### src/rtl/dma_pkg.sv
package dma_pkg;
  typedef enum logic [1:0] {
    AM_INC  = 2'd0,
    AM_DEC  = 2'd1,
    AM_FIX  = 2'd2,
    AM_FIX2 = 2'd3
  } amode_e;

  typedef enum logic [1:0] {
    ES_IDLE = 2'd0,
    ES_RD   = 2'd1,
    ES_WR   = 2'd2
  } est_e;
endpackage

### src/rtl/dma_chan.sv
module dma_chan
  import dma_pkg::*;
#(
  parameter int AW = 16,
  parameter int CW = 16
) (
  input  logic          clk,
  input  logic          rst_n,
  input  logic          start,
  input  logic          req_in,
  input  logic [AW-1:0] cfg_src,
  input  logic [AW-1:0] cfg_dst,
  input  logic [1:0]    cfg_smode,
  input  logic [1:0]    cfg_dmode,
  input  logic [1:0]    cfg_burst,
  input  logic [CW-1:0] cfg_count,
  input  logic          take,
  input  logic          rd_step,
  input  logic          wr_step,
  input  logic          abort,
  output logic          elig,
  output logic [AW-1:0] src,
  output logic [AW-1:0] dst,
  output logic          last,
  output logic [3:0]    blen,
  output logic          done,
  output logic          err
);
  localparam int RW = CW + 1;
  localparam logic [AW-1:0] A_ONE = AW'(1);
  localparam logic [RW-1:0] R_ONE = RW'(1);

  logic          en, en_d, pend, pend_d, err_d, done_d;
  logic [AW-1:0] src_d, dst_d;
  logic [RW-1:0] rem, rem_d;
  amode_e        smode, dmode;
  logic [1:0]    bsel;
  logic          ld;

  function automatic logic [AW-1:0] adv(input logic [AW-1:0] a, input amode_e m);
    case (m)
      AM_INC:  adv = a + A_ONE;
      AM_DEC:  adv = a - A_ONE;
      default: adv = a;
    endcase
  endfunction

  assign ld   = start && !en;          // start only lands on an idle channel
  assign elig = en && pend;
  assign last = (rem == R_ONE);
  assign blen = 4'd1 << bsel;

  always_ff @(posedge clk or negedge rst_n) begin
    if (!rst_n) begin
      smode <= AM_INC;
      dmode <= AM_INC;
      bsel  <= 2'd0;
    end else if (ld) begin
      smode <= amode_e'(cfg_smode);
      dmode <= amode_e'(cfg_dmode);
      bsel  <= cfg_burst;
    end
  end

  always_comb begin
    en_d   = en;
    pend_d = pend;
    src_d  = src;
    dst_d  = dst;
    rem_d  = rem;
    err_d  = err;
    done_d = 1'b0;
    if (ld) begin
      en_d   = 1'b1;
      pend_d = 1'b0;
      err_d  = 1'b0;
      src_d  = cfg_src;
      dst_d  = cfg_dst;
      rem_d  = (cfg_count == '0) ? {1'b1, {CW{1'b0}}} : {1'b0, cfg_count};
    end else begin
      if (take) pend_d = 1'b0;
      if (req_in && en) pend_d = 1'b1;   // a fresh request outranks the take
      if (rd_step) src_d = adv(src, smode);
      if (wr_step) begin
        dst_d = adv(dst, dmode);
        rem_d = rem - R_ONE;
        if (last) begin
          en_d   = 1'b0;
          pend_d = 1'b0;
          done_d = 1'b1;
        end
      end
      if (abort) begin
        en_d   = 1'b0;
        pend_d = 1'b0;
        err_d  = 1'b1;
      end
    end
  end

  always_ff @(posedge clk or negedge rst_n) begin
    if (!rst_n) begin
      en   <= 1'b0;
      pend <= 1'b0;
      err  <= 1'b0;
      done <= 1'b0;
      src  <= '0;
      dst  <= '0;
      rem  <= '0;
    end else begin
      en   <= en_d;
      pend <= pend_d;
      err  <= err_d;
      done <= done_d;
      src  <= src_d;
      dst  <= dst_d;
      rem  <= rem_d;
    end
  end

  AST_DONE_PULSE: assert property (@(posedge clk) disable iff (!rst_n)
    done |=> !done);
  AST_DONE_DISABLES: assert property (@(posedge clk) disable iff (!rst_n)
    done |-> !en);
  AST_ERR_STICKY: assert property (@(posedge clk) disable iff (!rst_n)
    err && !start |=> err);
endmodule

### src/rtl/dma_arb.sv
module dma_arb #(
  parameter int NCH = 4
) (
  input  logic                   clk,
  input  logic                   rst_n,
  input  logic                   rr_mode,
  input  logic [NCH-1:0]         req,
  input  logic                   take,
  output logic                   valid,
  output logic [$clog2(NCH)-1:0] idx
);
  localparam int IW = $clog2(NCH);

  logic [IW-1:0] last_q;
  logic          found;

  always_comb begin
    valid = |req;
    idx   = '0;
    found = 1'b0;
    if (!rr_mode) begin
      for (int i = 0; i < NCH; i++) begin      // lowest index first
        if (!found && req[i]) begin
          idx   = IW'(i);
          found = 1'b1;
        end
      end
    end else begin
      for (int k = 1; k <= NCH; k++) begin     // start after last served
        if (!found && req[(int'(last_q) + k) % NCH]) begin
          idx   = IW'((int'(last_q) + k) % NCH);
          found = 1'b1;
        end
      end
    end
  end

  always_ff @(posedge clk or negedge rst_n) begin
    if (!rst_n)    last_q <= IW'(NCH - 1);
    else if (take) last_q <= idx;
  end
endmodule

### src/rtl/dma_eng.sv
module dma_eng
  import dma_pkg::*;
#(
  parameter int          NCH   = 4,
  parameter int          AW    = 16,
  parameter int unsigned NV_LO = 32'h1000,
  parameter int unsigned NV_HI = 32'h1FFF
) (
  input  logic                   clk,
  input  logic                   rst_n,
  input  logic                   arb_valid,
  input  logic [$clog2(NCH)-1:0] arb_idx,
  input  logic [AW-1:0]          src_a,
  input  logic [AW-1:0]          dst_a,
  input  logic                   last,
  input  logic [3:0]             blen,
  input  logic                   bus_gnt,
  input  logic [7:0]             bus_rdata,
  output logic                   take,
  output logic [$clog2(NCH)-1:0] sel,
  output logic                   rd_step,
  output logic                   wr_step,
  output logic                   abort,
  output logic                   bus_req,
  output logic                   bus_we,
  output logic [AW-1:0]          bus_addr,
  output logic [7:0]             bus_wdata
);
  localparam logic [AW-1:0] NV_L = AW'(NV_LO);
  localparam logic [AW-1:0] NV_H = AW'(NV_HI);

  est_e       st, st_d;
  logic [2:0] beat, beat_d;
  logic [7:0] data;
  logic       nv_hit, burst_end;

  assign nv_hit    = (dst_a >= NV_L) && (dst_a <= NV_H);
  assign burst_end = (({1'b0, beat} + 4'd1) == blen);
  assign bus_wdata = data;

  always_comb begin
    st_d     = st;
    beat_d   = beat;
    take     = 1'b0;
    rd_step  = 1'b0;
    wr_step  = 1'b0;
    abort    = 1'b0;
    bus_req  = 1'b0;
    bus_we   = 1'b0;
    bus_addr = src_a;
    case (st)
      ES_IDLE: begin
        if (arb_valid) begin
          take   = 1'b1;
          beat_d = '0;
          st_d   = ES_RD;
        end
      end
      ES_RD: begin
        bus_req = 1'b1;                 // hold until granted
        if (bus_gnt) begin
          rd_step = 1'b1;
          st_d    = ES_WR;
        end
      end
      ES_WR: begin
        bus_addr = dst_a;
        if (nv_hit) begin               // drop the write, kill the channel
          abort = 1'b1;
          st_d  = ES_IDLE;
        end else begin
          bus_req = 1'b1;
          bus_we  = 1'b1;
          if (bus_gnt) begin
            wr_step = 1'b1;
            if (last || burst_end) begin
              st_d = ES_IDLE;
            end else begin
              beat_d = beat + 3'd1;
              st_d   = ES_RD;
            end
          end
        end
      end
      default: st_d = ES_IDLE;
    endcase
  end

  always_ff @(posedge clk or negedge rst_n) begin
    if (!rst_n) begin
      st   <= ES_IDLE;
      beat <= '0;
    end else begin
      st   <= st_d;
      beat <= beat_d;
    end
  end

  always_ff @(posedge clk or negedge rst_n) begin
    if (!rst_n)    sel <= '0;
    else if (take) sel <= arb_idx;
  end

  always_ff @(posedge clk or negedge rst_n) begin
    if (!rst_n)       data <= '0;
    else if (rd_step) data <= bus_rdata;
  end

  AST_WAIT_GRANT: assert property (@(posedge clk) disable iff (!rst_n)
    bus_req && !bus_gnt |=> bus_req && $stable(bus_addr) && $stable(bus_we) && $stable(bus_wdata));
  AST_BURST_KEEP: assert property (@(posedge clk) disable iff (!rst_n)
    st != ES_IDLE |=> st == ES_IDLE || $stable(sel));
endmodule

### src/rtl/dma_ctrl.sv
module dma_ctrl #(
  parameter int          NCH   = 4,
  parameter int          AW    = 16,
  parameter int          CW    = 16,
  parameter int unsigned NV_LO = 32'h1000,
  parameter int unsigned NV_HI = 32'h1FFF
) (
  input  logic            clk,
  input  logic            rst_n,
  input  logic            rr_mode,
  input  logic [NCH-1:0]  ch_start,
  input  logic [NCH-1:0]  ch_trig,
  input  logic [NCH-1:0]  ch_swreq,
  input  logic [NCH*AW-1:0] cfg_src,
  input  logic [NCH*AW-1:0] cfg_dst,
  input  logic [2*NCH-1:0]  cfg_smode,
  input  logic [2*NCH-1:0]  cfg_dmode,
  input  logic [2*NCH-1:0]  cfg_burst,
  input  logic [CW*NCH-1:0] cfg_count,
  output logic [NCH-1:0]  ch_done,
  output logic [NCH-1:0]  ch_err,
  output logic            bus_req,
  output logic            bus_we,
  output logic [AW-1:0]   bus_addr,
  output logic [7:0]      bus_wdata,
  input  logic            bus_gnt,
  input  logic [7:0]      bus_rdata
);
  localparam int IW = $clog2(NCH);

  logic [NCH-1:0] elig, last_v, take_v, rd_v, wr_v, ab_v;
  logic [AW-1:0]  src_v [NCH];
  logic [AW-1:0]  dst_v [NCH];
  logic [3:0]     blen_v [NCH];
  logic           arb_valid, eng_take, rd_step, wr_step, abort;
  logic [IW-1:0]  arb_idx, sel;

  for (genvar i = 0; i < NCH; i++) begin : g_ch
    assign take_v[i] = eng_take && (arb_idx == IW'(i));
    assign rd_v[i]   = rd_step  && (sel == IW'(i));
    assign wr_v[i]   = wr_step  && (sel == IW'(i));
    assign ab_v[i]   = abort    && (sel == IW'(i));

    dma_chan #(.AW(AW), .CW(CW)) u_chan (
      .clk       (clk),
      .rst_n     (rst_n),
      .start     (ch_start[i]),
      .req_in    (ch_trig[i] | ch_swreq[i]),
      .cfg_src   (cfg_src[i*AW +: AW]),
      .cfg_dst   (cfg_dst[i*AW +: AW]),
      .cfg_smode (cfg_smode[2*i +: 2]),
      .cfg_dmode (cfg_dmode[2*i +: 2]),
      .cfg_burst (cfg_burst[2*i +: 2]),
      .cfg_count (cfg_count[i*CW +: CW]),
      .take      (take_v[i]),
      .rd_step   (rd_v[i]),
      .wr_step   (wr_v[i]),
      .abort     (ab_v[i]),
      .elig      (elig[i]),
      .src       (src_v[i]),
      .dst       (dst_v[i]),
      .last      (last_v[i]),
      .blen      (blen_v[i]),
      .done      (ch_done[i]),
      .err       (ch_err[i])
    );
  end

  dma_arb #(.NCH(NCH)) u_arb (
    .clk     (clk),
    .rst_n   (rst_n),
    .rr_mode (rr_mode),
    .req     (elig),
    .take    (eng_take),
    .valid   (arb_valid),
    .idx     (arb_idx)
  );

  dma_eng #(.NCH(NCH), .AW(AW), .NV_LO(NV_LO), .NV_HI(NV_HI)) u_eng (
    .clk       (clk),
    .rst_n     (rst_n),
    .arb_valid (arb_valid),
    .arb_idx   (arb_idx),
    .src_a     (src_v[sel]),
    .dst_a     (dst_v[sel]),
    .last      (last_v[sel]),
    .blen      (blen_v[sel]),
    .bus_gnt   (bus_gnt),
    .bus_rdata (bus_rdata),
    .take      (eng_take),
    .sel       (sel),
    .rd_step   (rd_step),
    .wr_step   (wr_step),
    .abort     (abort),
    .bus_req   (bus_req),
    .bus_we    (bus_we),
    .bus_addr  (bus_addr),
    .bus_wdata (bus_wdata)
  );

  AST_NV_NO_WRITE: assert property (@(posedge clk) disable iff (!rst_n)
    bus_req && bus_we |-> !((bus_addr >= AW'(NV_LO)) && (bus_addr <= AW'(NV_HI))));
  AST_ONE_TAKE: assert property (@(posedge clk) disable iff (!rst_n)
    $onehot0(take_v));
endmodule

### config.mk
export PLATFORM = sky130hd
export DESIGN_NAME = dma_ctrl
export DESIGN_NICKNAME = d
export VERILOG_FILES = /design/src/rtl/dma_pkg.sv /design/src/rtl/dma_chan.sv /design/src/rtl/dma_arb.sv /design/src/rtl/dma_eng.sv /design/src/rtl/dma_ctrl.sv
export SDC_FILE = /design/constraint.sdc
export NUM_CORES = 1
export LEC_CHECK = 0
export BUFFER_PORTS_ARGS = -buffer_cell sky130_fd_sc_hd__buf_2
export CAP_MARGIN = 20
export CORE_MARGIN = 2
export CORE_UTILIZATION = 50
export CTS_BUF_LIST = sky130_fd_sc_hd__clkbuf_4 sky130_fd_sc_hd__clkbuf_8
export CTS_CLUSTER_DIAMETER = 60
export DETAILED_ROUTE_END_ITERATION = 16
export PLACE_DENSITY = 0.81
export SYNTH_ARGS = -nofsm -noshare
export SYNTH_HDL_FRONTEND = slang
export SYNTH_SLANG_ARGS = --single-unit
export TNS_END_PERCENT = 10
### constraint.sdc
create_clock -name clk -period 3.9 [get_ports clk]
set_input_delay 0.585 -clock clk [delete_from_list [all_inputs] [get_ports clk]]
set_output_delay 0.585 -clock clk [all_outputs]
set_load 0.05 [all_outputs]
### Word level (Yosys, flattened, before mapping)

Cells that the tools add are included.

* div/mod/pow operators: 0
* add/sub/neg operators: 26
* equal/unequal tests: 27
* reductions and logical operators: 109
* shift-type cells: 4
* bitwise logic cells: 9
* multipliers: 0
* $lt $le $gt $ge: 8
* multiplexer cells: 162

Operator list (count)
* $mux 16: 21
* $pmux 16 s2: 8
* $mux 17: 12
* $add 16x1->16 const B: 8
* $sub 16x1->16 const B: 8
* $mux 1: 93
* $eq 17x1->1 const B: 4
* $sub 17x1->17 const B: 4
* $bmux 16 s2: 2
* $logic_not 16->1: 4
* $reduce_bool 3->1: 16
* $logic_and 1x1->1: 35
* $reduce_bool 2->1: 13
* $reduce_and 2->1: 12
* $eq 2x1->1 const B: 11
* $logic_not 2->1: 11
* $mux 2: 11
* $ge 16x13->1 const B: 1
* $le 16x13->1 const B: 1
* $lt 3x4->1 const B: 4
* $shl 1x2->4 const A: 4
* $mux 3: 4
* $bmux 1 s2: 5
* $eq 2x2->1 const B: 5
* other kinds (23): 48

* memories: 0
* memory bits (read-only): 0
* latch bits: 0
* bits in registers: 253
* memory bits (writable): 0

### Logic depth before layout (Yosys ltp)

Gate-level depths: netlist (run 1).

* word-level depth: 28
* depth in mapped cells: 12

### Modules after synthesis

A second synthesis (run 1) with hierarchy kept.

* cell total of the unflattened synthesis: 2141
* area total of the unflattened synthesis: 17968.5 sq um

By module, submodules not included
* dma_chan (g_ch[0].u_chan ...): area an instance 3912.5 sq um, cells an instance 487, instances 2, sequential area each 1476.4 sq um
* dma_chan (g_ch[2].u_chan ...): area an instance 3902.5 sq um, cells an instance 486, instances 2, sequential area each 1476.4 sq um
* dma_ctrl: area an instance 1059.8 sq um, cells an instance 67, instances 1, sequential area each 0.0 sq um
* dma_eng: area an instance 1044.8 sq um, cells an instance 96, instances 1, sequential area each 375.4 sq um
* dma_arb: area an instance 234.0 sq um, cells an instance 32, instances 1, sequential area each 52.6 sq um

### Worst setup path after synthesis (run 1)

OpenSTA, ideal clock, no wires.

* path kind: reg-to-reg
* from: reg g_ch[1].u_chan.smode[1]
* to: reg g_ch[1].u_chan.src[12]
* stages on the path, launching flop included: 13
* library setup time: 0.125 ns
* path slack: 0.438 ns
* arrival: 3.337 ns
* period minus slack after synthesis: 3.462 ns
* path through: dfrtp_1 > nor2b_1 > inv_1 > fa_1 > nor2b_1 > o21ai_0 > a21boi_0 > o21ai_0 > a21oi_1 > nor3_1 > or3b_2 > a311oi_1 > nor2_1

* cells in the longest elaborated chain, start to end: 4

Ends and longest elaborated chain
* from (decl): line dma_chan.sv:36 `amode_e smode, dmode;`
* from (signal assigned): line dma_chan.sv:59 `smode <= amode_e'(cfg_smode);`
* $eq 2x1->1 or $logic_not 2->1 (tied branches): line dma_chan.sv:41 `case (m)`
* $pmux 16 s2: line dma_chan.sv:41
* $mux 16: line dma_chan.sv:83 `if (rd_step) src_d = adv(src, smode);`
* $mux 16: line dma_chan.sv:73 `if (ld) begin`
* to (signal assigned): line dma_chan.sv:115 `src <= src_d;`
* to (decl): line dma_chan.sv:22 `output logic [AW-1:0] src,`

Several ways; a longest one is shown, not always the timed one. The select of a mux whose other input is x is not followed.
A chain may end at the register's enable or synchronous reset.

### Worst setup path in the final report (run 1)

* from: reg u_eng.sel[0]
* to: out bus_addr[0]

* cells in the longest elaborated chain, start to end: 5

Ends and longest elaborated chain
* from (decl): line dma_eng.sv:20 `output logic [$clog2(NCH)-1:0] sel,`
* from (signal assigned): line dma_eng.sv:101 `else if (take) sel <= arb_idx;`
* $not 2->3 (not written as such) (*): line dma_ctrl.sv:84, dma_ctrl.sv:85
* $bmux 16 s2 (on tied branches): line dma_ctrl.sv:84, dma_ctrl.sv:85
* $mux 16 (on tied branches) (2 in series): line dma_ctrl.sv:84, dma_ctrl.sv:85
* $mux 16 (*): line dma_eng.sv:51 `case (st)`
* to (decl): line dma_ctrl.sv:24 `output logic [AW-1:0] bus_addr,`

Every way passes the cells marked *; elsewhere a longest branch is shown, timed or not. The select of a mux whose other input is x is not followed.

==> flow_summary_export.csv, run 1 <==
group,metric,value,unit
place,routabilityCongestion,0.970,
synthesis,post_synth_fa_ha_maj_area_fraction,9.39,%
timing,post-route-period-util,89.0,%
synthesis,ys_top_cells_by_area,"dfrtp_1, ha_1, nand2_1",
floorplanning,die-width,196,um
finish,area.growth.synth_to_final,16.1,%
synthesis,largest_family_of_logic_cells_by_synthesized_area,"simple AND/OR/NAND/NOR gates",
cts,cts.repair.resized,0,
synthesis,synth_flop_cell,"dfrtp_1",
setup_path,worst_r2r_path_depth,12,
cts,cts_hold_buffers,1,
synthesis,multiplexer_area_fraction_after_synthesis,6.27,%
timing,fin_hold_viols,0,
power,total_switching_power,9.87,mW
global_route,grt_pass1_vias,17000,
worst_hold_path,holdCritStartpoint,"cfg_burst[6]",
run_status,status,"complete, no violations",
setup_path,worstPathArrival,2890,ps
synthesis,avgSynthCellArea,8.34,um2
synthesis,ys_async_sr_fraction,100,%
finish,final_cell_count_no_fill,2990,
global_route,grt_pass1_wl,87700,um
floorplanning,initial_utilization,50.6,%
route,detailedRoute.firstPassIterationCount,9,
timing,achievable-frequency,0.288,GHz
power,cellInternalPower,10.7,mW
cts,clk_pin_slew,60,ps
route,drt-wirelength-per-cell,18.7,um
power,vdd_ir_drop_max,762,uV
synthesis,synth-edff-count,0,
worst_hold_path,worstHoldPathType,"input port to flop",
synthesis,synth_simple_gate_area_share,22.3,%
cts,cts-buffers-inserted,49,
route,detail_route.drc_violations,0,
floorplanning,fp.coreArea,0.0365,mm2
route,drt.antenna.violating_nets,0,
finish,nFillCells,3216,
power,sw_frac_of_total,48.0,%
route,post_drt_via_cell_ratio,5.92,
route,drt_wl_total,55900,um
power,clockPowerShare,14.5,%
floorplanning,design.portCount,274,
cts,clock_tree_from_tritoncts,"yes",
power,pwr-share-seq,26.0,%
global_route,grt_overflow_total,0,
power,power.share.combinational,59.5,%
synthesis,ys.warnings.count,0,
timing,setup_violations,0,
global_route,grt_antenna_before_repair,2,
setup_path,timing.critical_path.fanout_max,30,
power,leakagePower,9.78,nW
floorplanning,rows,70,
setup_path,worstSetupStartpointType,"flop",
setup_path,worst_setup_path_end_kind,"primary output",
synthesis,post_synth_instance_area,0.0185,mm2
place,dp_hpwl,42700,um
synthesis,postSynthRegisterBits,253,
global_route,global_route.usage.total,28.7,%
cts,post_cts.repair.setup_buffers,0,
setup_path,timing.rr.end,"g_ch[0].u_chan.src[15]",
worst_hold_path,worst_hold_path.endpoint,"g_ch[3].u_chan.bsel[0]",
cts,max-clock-path-buffers,3,
synthesis,post-synth-top-area-fraction,34.0,%
power,pwr_density_cell,958,mW/mm2
timing,slew_headroom,41.2,%
floorplanning,die-area,0.0385,mm2
timing,fin_setup_tns,0,ps
worst_hold_path,hold_path_cells,3,
synthesis,post-synth-top-count-cell,"nand2_1",
place,post-place-cells,2896,
timing,final.setup_skew,26.4,ps
cts,clk_root_buffer_cell,"clkbuf_8",
synthesis,synthCells,2218,
synthesis,count_of_cell_types_in_the_netlist,74,
synthesis,synth.cells.most_frequent,"nand2_1, dfrtp_1, nor2_1",
cts,clkLatencyLatePin,630,ps
setup_path,cp_data_required_time,3310,ps
synthesis,ys_seq_area_share,34.2,%
setup_path,regToRegSetupSlack,600,ps
floorplanning,die_h,196,um
timing,rsz0062_at_grt,"false",
place,port_buffers,273,
synthesis,fraction_of_the_mapped_netlist_area_in_compound_gates,17.7,%
setup_path,crit-reg2reg-launch,"g_ch[0].u_chan.smode[1]",
cts,cts_htree_levels,2,
route,detail_route.iter0.violations,1414,
timing,finalMaxSlewViolations,0,
timing,post-route-min-period,3470,ps
synthesis,synthesis.nets,2592,
synthesis,xor_xnor_fraction_of_synth_area,6.44,%
finish,share_of_cells_above_drive_strength_1,19.2,%
cts,cts_num_sinks,253,
global_route,largest_net_degree_at_the_start_of_global_routing,73,
run,drv.max_cap_violation_count,0,
finish,layout.nets,2856,
route,vias,17700,
synthesis,synth_area_leader_cell,"dfrtp_1",
timing,worst_pin_slew,880,ps
setup_path,critPathKind,"flop to primary output",
## critical path, stage by stage (launching register included)
cell and delay, ps:
dfrtp_2 530, buf_4 530, mux4_2 580, o21ai_0 270
buf_2 330
## cells in the final DEF (no fill, tap or decap), types with 10 or more instances in the layout
cell,Yosys,layout
a211oi_1,11,11
nand2_1,378,378
o21a_1,17,17
xnor2_1,87,87
and2_1,10,10
xor2_1,49,49
mux4_2,36,36
nand2b_1,27,27
a21boi_0,14,14
buf_2,8,272
nor2b_1,33,29
dfrtp_1,251,249
nor3_1,69,69
nor4_1,35,35
clkbuf_4,0,17
nand3_1,51,51
buf_4,8,32
nor2_1,206,206
a21oi_1,187,187
or3_1,34,34
ha_1,126,126
o21ai_0,193,193
inv_1,70,70
a21o_1,24,24
mux2_2,23,23
o21bai_1,10,10
clkbuf_8,0,63
a31oi_1,31,31
and3_1,13,13
## metrics by stage
stage	setup slack (ps)	hold WS, ps	power [mW]	area (um2)	util (%)
global placement	783	454	16.8	20300	55.7
floorplan	438	289	14.3	18500	-
detailed placement	626	466	17.3	20300	55.7
CTS	388	129	20.4	21500	58.7
global route	289	156	22.1	21500	58.8
finish	427	162	20.6	21500	58.8
## routing by layer
layer,up-vias,part of all wire [%],global-route usage (%)
met5,-,0,0
met1,8406,43,39.9
met4,0,3.7,12.4
met2,769,44,44.1
li1,8409,-,-
met3,117,8.7,5.42
## state kept, by name (all words and copies together) (netlist names)
name and count:
u_arb.last_q 2, g_ch.u_chan.done 4, g_ch.u_chan.dmode 8, g_ch.u_chan.dst 64, u_eng.sel 2, u_eng.beat 3
u_eng.st 2, g_ch.u_chan.bsel 8, g_ch.u_chan.en 4, g_ch.u_chan.rem 68, g_ch.u_chan.pend 4, u_eng.bus_wdata 8
g_ch.u_chan.smode 8, g_ch.u_chan.err 4, g_ch.u_chan.src 64
## layout make-up
| type | count | area [um2] | share of cell area [%] |
|---|---|---|---|
| multi-input combinational | 1798 | 11500 | 53.6 |
| sequential | 253 | 6340 | 29.5 |
| timing repair buffer | 309 | 1670 | 7.79 |
| clock buffer | 80 | 995 | 4.63 |
| tap | 468 | 586 | 2.73 |
| inverter | 71 | 267 | 1.24 |
| clock inverter | 9 | 100 | 0.466 |
| antenna | 2 | 5.00 | 0.0233 |
## worst max-delay path by stage
stage                            start                     end  slack [ps]  cells past startpoint
6_report                  u_eng.sel[0]             bus_addr[0]         430                      4
2_1_floorplan  g_ch[1].u_chan.smode[1]  g_ch[1].u_chan.src[12]         440                     12
4_1_cts                   u_eng.sel[0]             bus_addr[0]         390                      4
3_3_place_gp   g_ch[0].u_chan.smode[1]  g_ch[0].u_chan.src[15]         780                     12
5_1_grt                   u_eng.sel[0]             bus_addr[0]         290                      4
3_5_place_dp   g_ch[0].u_chan.smode[1]  g_ch[0].u_chan.src[15]         630                     12
## power groups by stage
stage	Clock, mW	Combinational, mW	Sequential [mW]
2_1_floorplan	0	9.48	4.83
3_3_place_gp	0	11.6	5.24
3_5_place_dp	0	12.0	5.30
4_1_cts	3.02	12.1	5.28
5_1_grt	3.15	13.5	5.48
6_report	2.97	12.2	5.35
## cells by family (layout without fill, tap and decap cells)
family	after synthesis	count (layout)
muxes	68	68
xor gates and xnor gates	136	136
adders and majority gates	134	134
buffers and inverters	167	469
DFF	253	253
and+or+nand+nor	900	900
AOI/OAI and AO/OA	560	560
other	0	2
Power figures use the tool's default switching activity.
==> run 2, diff against run 1 <==
--- a/config.mk
+++ b/config.mk
@@ -12,7 +12,7 @@
 export CTS_BUF_LIST = sky130_fd_sc_hd__clkbuf_4 sky130_fd_sc_hd__clkbuf_8
 export CTS_CLUSTER_DIAMETER = 60
 export DETAILED_ROUTE_END_ITERATION = 16
-export PLACE_DENSITY = 0.81
+export PLACE_DENSITY = 0.79
 export SYNTH_ARGS = -nofsm -noshare
 export SYNTH_HDL_FRONTEND = slang
 export SYNTH_SLANG_ARGS = --single-unit
==> run 2 against run 1 <==
Compared with the run above:
- cell count fell by 0.20%
- first-iteration DRC count rose by 2.1%
- clock skew is 4.0 ps higher
- sequential share of layout area rose by 0.071 points
- count of clock-buffer cells in the layout increased by 2
==> flow_summary_export.csv, run 2 (synthesized netlist as in run 1, its figures left out) <==
group,metric,value,unit
run,drv.max_cap_violation_count,0,
timing,finalMaxSlewViolations,0,
setup_path,critPathKind,"flop to primary output",
cts,cts-buffers-inserted,50,
timing,post-route-period-util,87.8,%
setup_path,critical_path_s_top_delay_family,"multiplexers",
setup_path,critPathMaxStageDelay,640,ps
route,drt-wirelength-per-cell,18.8,um
finish,layout.nets,2850,
finish,nFillCells,3320,
cts,cts_hold_buffers,0,
timing,rsz0062_at_grt,"false",
floorplanning,die-area,0.0385,mm2
floorplanning,initial_utilization,50.6,%
timing,achievable-frequency,0.292,GHz
global_route,largest_net_degree_at_the_start_of_global_routing,114,
timing,setup_violations,0,
route,detail_route.drc_violations,0,
timing,worst_pin_slew,1060,ps
worst_hold_path,worstHoldPathType,"input port to async pin",
setup_path,worstSetupStartpointType,"flop",
route,post_drt_via_cell_ratio,5.90,
setup_path,endpoint,"bus_addr[12]",
floorplanning,die-width,196,um
finish,area.sequential,0.00634,mm2
cts,cts.repair.resized,0,
setup_path,worst_setup_path_end_kind,"primary output",
finish,leading_cell_type_in_the_layout_fill_and_taps_excluded,"nand2_1",
setup_path,regToRegSetupSlack,550,ps
global_route,grt_pass1_vias,17000,
power,leakagePower,9.76,nW
timing,final.setup_skew,30.4,ps
timing,hold_ws,33.6,ps
setup_path,cp_data_required_time,3310,ps
setup_path,crit_buf_inv,2,
setup_path,timing.rr.end,"g_ch[0].u_chan.src[15]",
setup_path,slowest_stage,"mux4_2",
finish,multi_input_area,0.0115,mm2
cts,clock_tree_from_tritoncts,"yes",
route,drt.antenna.violating_nets,0,
timing,slew_headroom,28.8,%
run_status,status,"complete, no violations",
route,vias,17600,
finish,area.growth.synth_to_final,15.8,%
timing,fin_hold_viols,0,
cts,clk_pin_slew,50,ps
route,drt_wl_total,56000,um
global_route,grt_overflow_total,0,
finish,largest_registers,"g_ch.u_chan.rem (68), g_ch.u_chan.dst (64), g_ch.u_chan.src (64)",
cts,clk_root_buffer_cell,"clkbuf_8",
setup_path,cp.depth,4,
global_route,grt_antenna_before_repair,0,
finish,antenna_diode_count,0,
cts,max-clock-path-buffers,3,
cts,clkLatencyLatePin,620,ps
cts,cts_htree_levels,2,
cts,post_cts.repair.setup_buffers,0,
floorplanning,rows,70,
place,routabilityCongestion,0.936,
timing,post-route-min-period,3430,ps
finish,share_of_cells_above_drive_strength_1,19.1,%
route,detail_route.iter0.violations,1444,
setup_path,crit-reg2reg-launch,"g_ch[0].u_chan.smode[1]",
route,detailedRoute.firstPassIterationCount,6,
power,pwr_density_cell,957,mW/mm2
finish,largest_reg_flops,68,
place,port_buffers,273,
floorplanning,die_h,196,um
setup_path,worstPathArrival,2840,ps
setup_path,worst_r2r_path_depth,12,
global_route,grt_pass1_wl,88800,um
finish,largest_register,"g_ch.u_chan.rem",
setup_path,timing.critical_path.cells,"buf_4, mux4_2, mux2_2, buf_2",
floorplanning,design.portCount,274,
place,dp_hpwl,42600,um
setup_path,worstSetupStartpoint,"u_eng.sel[0]",
cts,cts_num_sinks,253,
floorplanning,fp.coreArea,0.0365,mm2
power,vdd_ir_drop_max,714,uV
timing,fin_setup_tns,0,ps
finish,highest_count_cells_in_the_layout_ignoring_fill_and_taps,"nand2_1, buf_2, dfrtp_1",
setup_path,timing.critical_path.fanout_max,30,
global_route,global_route.usage.total,29.0,%
==> run 2: worst min path at each step <==
stage	cells past startpoint	slack [ps]	to	start
final	1	30	g_ch[2].u_chan.src[5]	rst_n
after global routing	1	120	g_ch[2].u_chan.src[5]	rst_n
after CTS	1	80	g_ch[2].u_chan.src[0]	rst_n
after detailed placement	2	460	g_ch[2].u_chan.smode[0]	g_ch[2].u_chan.smode[0]
after global placement	2	450	g_ch[1].u_chan.smode[0]	g_ch[1].u_chan.smode[0]
after floorplan	0	290	g_ch[0].u_chan.bsel[0]	rst_n
==> run 2: report_power, final <==
group | switching, mW | leakage, nW | internal [mW]
clock network | 1.24 | 0.590 | 1.69
registers | 1.49 | 3.08 | 3.87
logic | 7.14 | 6.08 | 5.07
==> run 2: worst reg2reg max path, delay by kind of cell (launching register included) <==
kind	cells	cell delay (ps)
AOI/OAI and AO/OA	6	1400
and+or+nand+nor	3	630
DFF	1	400
buffers and inverters	1	390
adders and majority gates	1	340
xor gates and xnor gates	1	90
==> run 2: layout make-up <==
class	instances	share of cell area (%)
clock buffer	82	4.86
clock inverter	10	0.280
inverter	71	1.24
multi-input combinational	1798	53.7
sequential	253	29.6
tap	468	2.73
timing repair buffer	302	7.56
==> run 2: metal layers <==
layer	wire (um)	vias up	global-route usage (%)
li1	-	8399	-
met1	24400	8316	41.3
met2	24400	753	44.3
met3	4850	127	4.47
met4	2320	0	12.4
met5	0	-	0
==> run 2: through the flow <==
step,setup slack [ps],instances,power [mW],utilization [%],cell area [um2]
2_1_floorplan,438,2218,14.3,-,18500
6_report,475,2984,20.5,58.7,21400
3_5_place_dp,601,2892,17.3,55.6,20300
5_1_grt,322,2984,22.1,58.7,21400
4_1_cts,436,2984,20.3,58.7,21400
3_3_place_gp,787,2892,16.9,55.6,20300
==> run 3, diff against run 2 <==
--- a/config.mk
+++ b/config.mk
@@ -6,13 +6,12 @@
 export NUM_CORES = 1
 export LEC_CHECK = 0
 export BUFFER_PORTS_ARGS = -buffer_cell sky130_fd_sc_hd__buf_2
-export CAP_MARGIN = 20
 export CORE_MARGIN = 2
 export CORE_UTILIZATION = 50
 export CTS_BUF_LIST = sky130_fd_sc_hd__clkbuf_4 sky130_fd_sc_hd__clkbuf_8
 export CTS_CLUSTER_DIAMETER = 60
 export DETAILED_ROUTE_END_ITERATION = 16
-export PLACE_DENSITY = 0.79
+export PLACE_DENSITY = 0.71
 export SYNTH_ARGS = -nofsm -noshare
 export SYNTH_HDL_FRONTEND = slang
 export SYNTH_SLANG_ARGS = --single-unit
==> run 3 against run 2 <==
Compared with the run above:
- via count decreased by 2.5%
- utilization is essentially flat
- register-to-register slack lost 100 ps
- sequential cell count unchanged
- first-iteration DRC count down 25%
- power shrank 0.57%
- combinational power about the same
- largest cell class unchanged
- clock skew increased by 9.3 ps
- clock power about the same
- cell count is 0.17% lower
- die area unchanged
==> flow_summary_export.csv, run 3 (synthesized netlist as in run 1, its figures left out) <==
group,metric,value,unit
cts,cts-buffers-inserted,47,
global_route,largest_net_degree_at_the_start_of_global_routing,101,
setup_path,critPathKind,"flop to primary output",
timing,slew_headroom,22.2,%
route,detailedRoute.firstPassIterationCount,6,
place,postPlaceCellArea,0.0203,mm2
timing,finalMaxSlewViolations,0,
setup_path,worst_r2r_path_depth,9,
floorplanning,die_h,196,um
cts,post_cts.repair.setup_buffers,0,
worst_hold_path,worstHoldPathType,"input port to async pin",
finish,leading_cell_type_in_the_layout_fill_and_taps_excluded,"nand2_1",
cts,clk_pin_slew,70,ps
finish,highest_count_cells_in_the_layout_ignoring_fill_and_taps,"nand2_1, buf_2, dfrtp_1",
global_route,grt_antenna_before_repair,3,
global_route,grt_overflow_total,0,
floorplanning,initial_utilization,50.6,%
cts,clock_tree_from_tritoncts,"yes",
power,cellInternalPower,10.7,mW
setup_path,timing.critical_path.fanout_max,30,
place,routabilityCongestion,0.929,
power,pwr_density_cell,951,mW/mm2
timing,achievable-frequency,0.289,GHz
finish,area.growth.synth_to_final,15.8,%
finish,largest_register,"g_ch.u_chan.rem",
route,vias,17200,
cts,clkLatencyLatePin,640,ps
finish,largest_reg_flops,68,
place,dp_hpwl,41800,um
floorplanning,design.portCount,274,
finish,final_cell_count_no_fill,2979,
power,total_switching_power,9.71,mW
run,drv.max_cap_violation_count,0,
finish,post-route-cell-area,0.0214,mm2
power,pwr-share-seq,26.3,%
finish,final_core_density,58.7,%
place,port_buffers,273,
power,leakagePower,9.75,nW
timing,rsz0062_at_grt,"false",
timing,final.setup_skew,39.7,ps
cts,cts_num_sinks,253,
cts,max-clock-path-buffers,3,
timing,fin_hold_viols,0,
floorplanning,die-area,0.0385,mm2
route,detail_route.iter0.violations,1088,
power,power.share.combinational,59.3,%
setup_path,cp_data_required_time,3310,ps
floorplanning,die-width,196,um
route,drt.antenna.violating_nets,0,
timing,fin_setup_tns,0,ps
run_status,status,"complete, no violations",
global_route,grt_pass1_vias,16500,
finish,layout.nets,2849,
setup_path,worst_setup_path_end_kind,"primary output",
timing,post-route-period-util,88.9,%
cts,cts_hold_buffers,0,
power,vdd_ir_drop_max,799,uV
finish,largest_registers,"g_ch.u_chan.rem (68), g_ch.u_chan.dst (64), g_ch.u_chan.src (64)",
timing,setup_violations,0,
finish,share_of_cells_above_drive_strength_1,18.9,%
power,clockPowerShare,14.5,%
route,detail_route.drc_violations,0,
place,post-place-cells,2894,
floorplanning,fp.coreArea,0.0365,mm2
place,dp_slack,481,ps
timing,finalWorstSetupSlack,434,ps
timing,worst_pin_slew,1160,ps
global_route,global_route.usage.total,28.4,%
floorplanning,rows,70,
power,sw_frac_of_total,47.7,%
global_route,grt_pass1_wl,87000,um
route,post_drt_via_cell_ratio,5.76,
route,drt_wl_total,54800,um
route,drt-wirelength-per-cell,18.4,um
setup_path,worstPathArrival,2880,ps
power,design_power_total,20.4,mW
timing,hold_ws,7.10,ps
cts,cts.repair.resized,0,
setup_path,worstSetupStartpointType,"flop",
cts,clk_root_buffer_cell,"clkbuf_8",
cts,cts_htree_levels,2,
timing,post-route-min-period,3470,ps
run 3: cell types whose count changed in the layout (fill, tap and decap cells not counted):
cell,change
diode_2,+1
bufinv_16,+2
buf_4,+2
clkinv_2,-1
clkbuf_4,-8
clkinvlp_4,-1
run 3: final timing paths:
path                                         start                      end  slack (ps)
max                                   u_eng.sel[0]             bus_addr[13]         430
min                                          rst_n   g_ch[2].u_chan.dst[11]           7
max reg2reg                           u_eng.sel[0]   g_ch[3].u_chan.dst[15]         450
min reg2reg                g_ch[1].u_chan.smode[0]  g_ch[1].u_chan.smode[0]         480
max in group asynchronous                    rst_n   g_ch[0].u_chan.src[13]        2740
min in group clk                      cfg_dmode[6]  g_ch[3].u_chan.dmode[0]         140
run 3: metal layers:
layer	share of wire, %	global-route usage, %	vias up
met1	45	41.0	8078
li1	-	-	8373
met4	3.7	10.7	4
met3	7.5	5.10	109
met2	43	42.7	587
met5	0.042	0	-
run 3: power by group through the flow:
| stage | Clock, mW | Combinational [mW] | Sequential (mW) |
|---|---|---|---|
| final | 2.95 | 12.1 | 5.35 |
| after global routing | 3.14 | 13.4 | 5.51 |
| after CTS | 3.00 | 12.0 | 5.30 |
| after detailed placement | 0 | 12.0 | 5.31 |
| after global placement | 0 | 11.7 | 5.27 |
| after floorplan | 0 | 9.48 | 4.83 |
run 3: area by class of cell:
class	count	area [um2]
repair buffers	304	1630
clock buffers	74	981
diodes	1	2.50
multi-input cells	1798	11500
clock inverters	10	108
flip-flops and latches	253	6340
fillers	3391	15100
well taps	468	586
inverters	71	267
run 3: critical path: stages, from the launching register on:
cell     delay [ps]
dfrtp_2         520
buf_4           510
mux4_2          620
mux2_2          340
buf_2           230
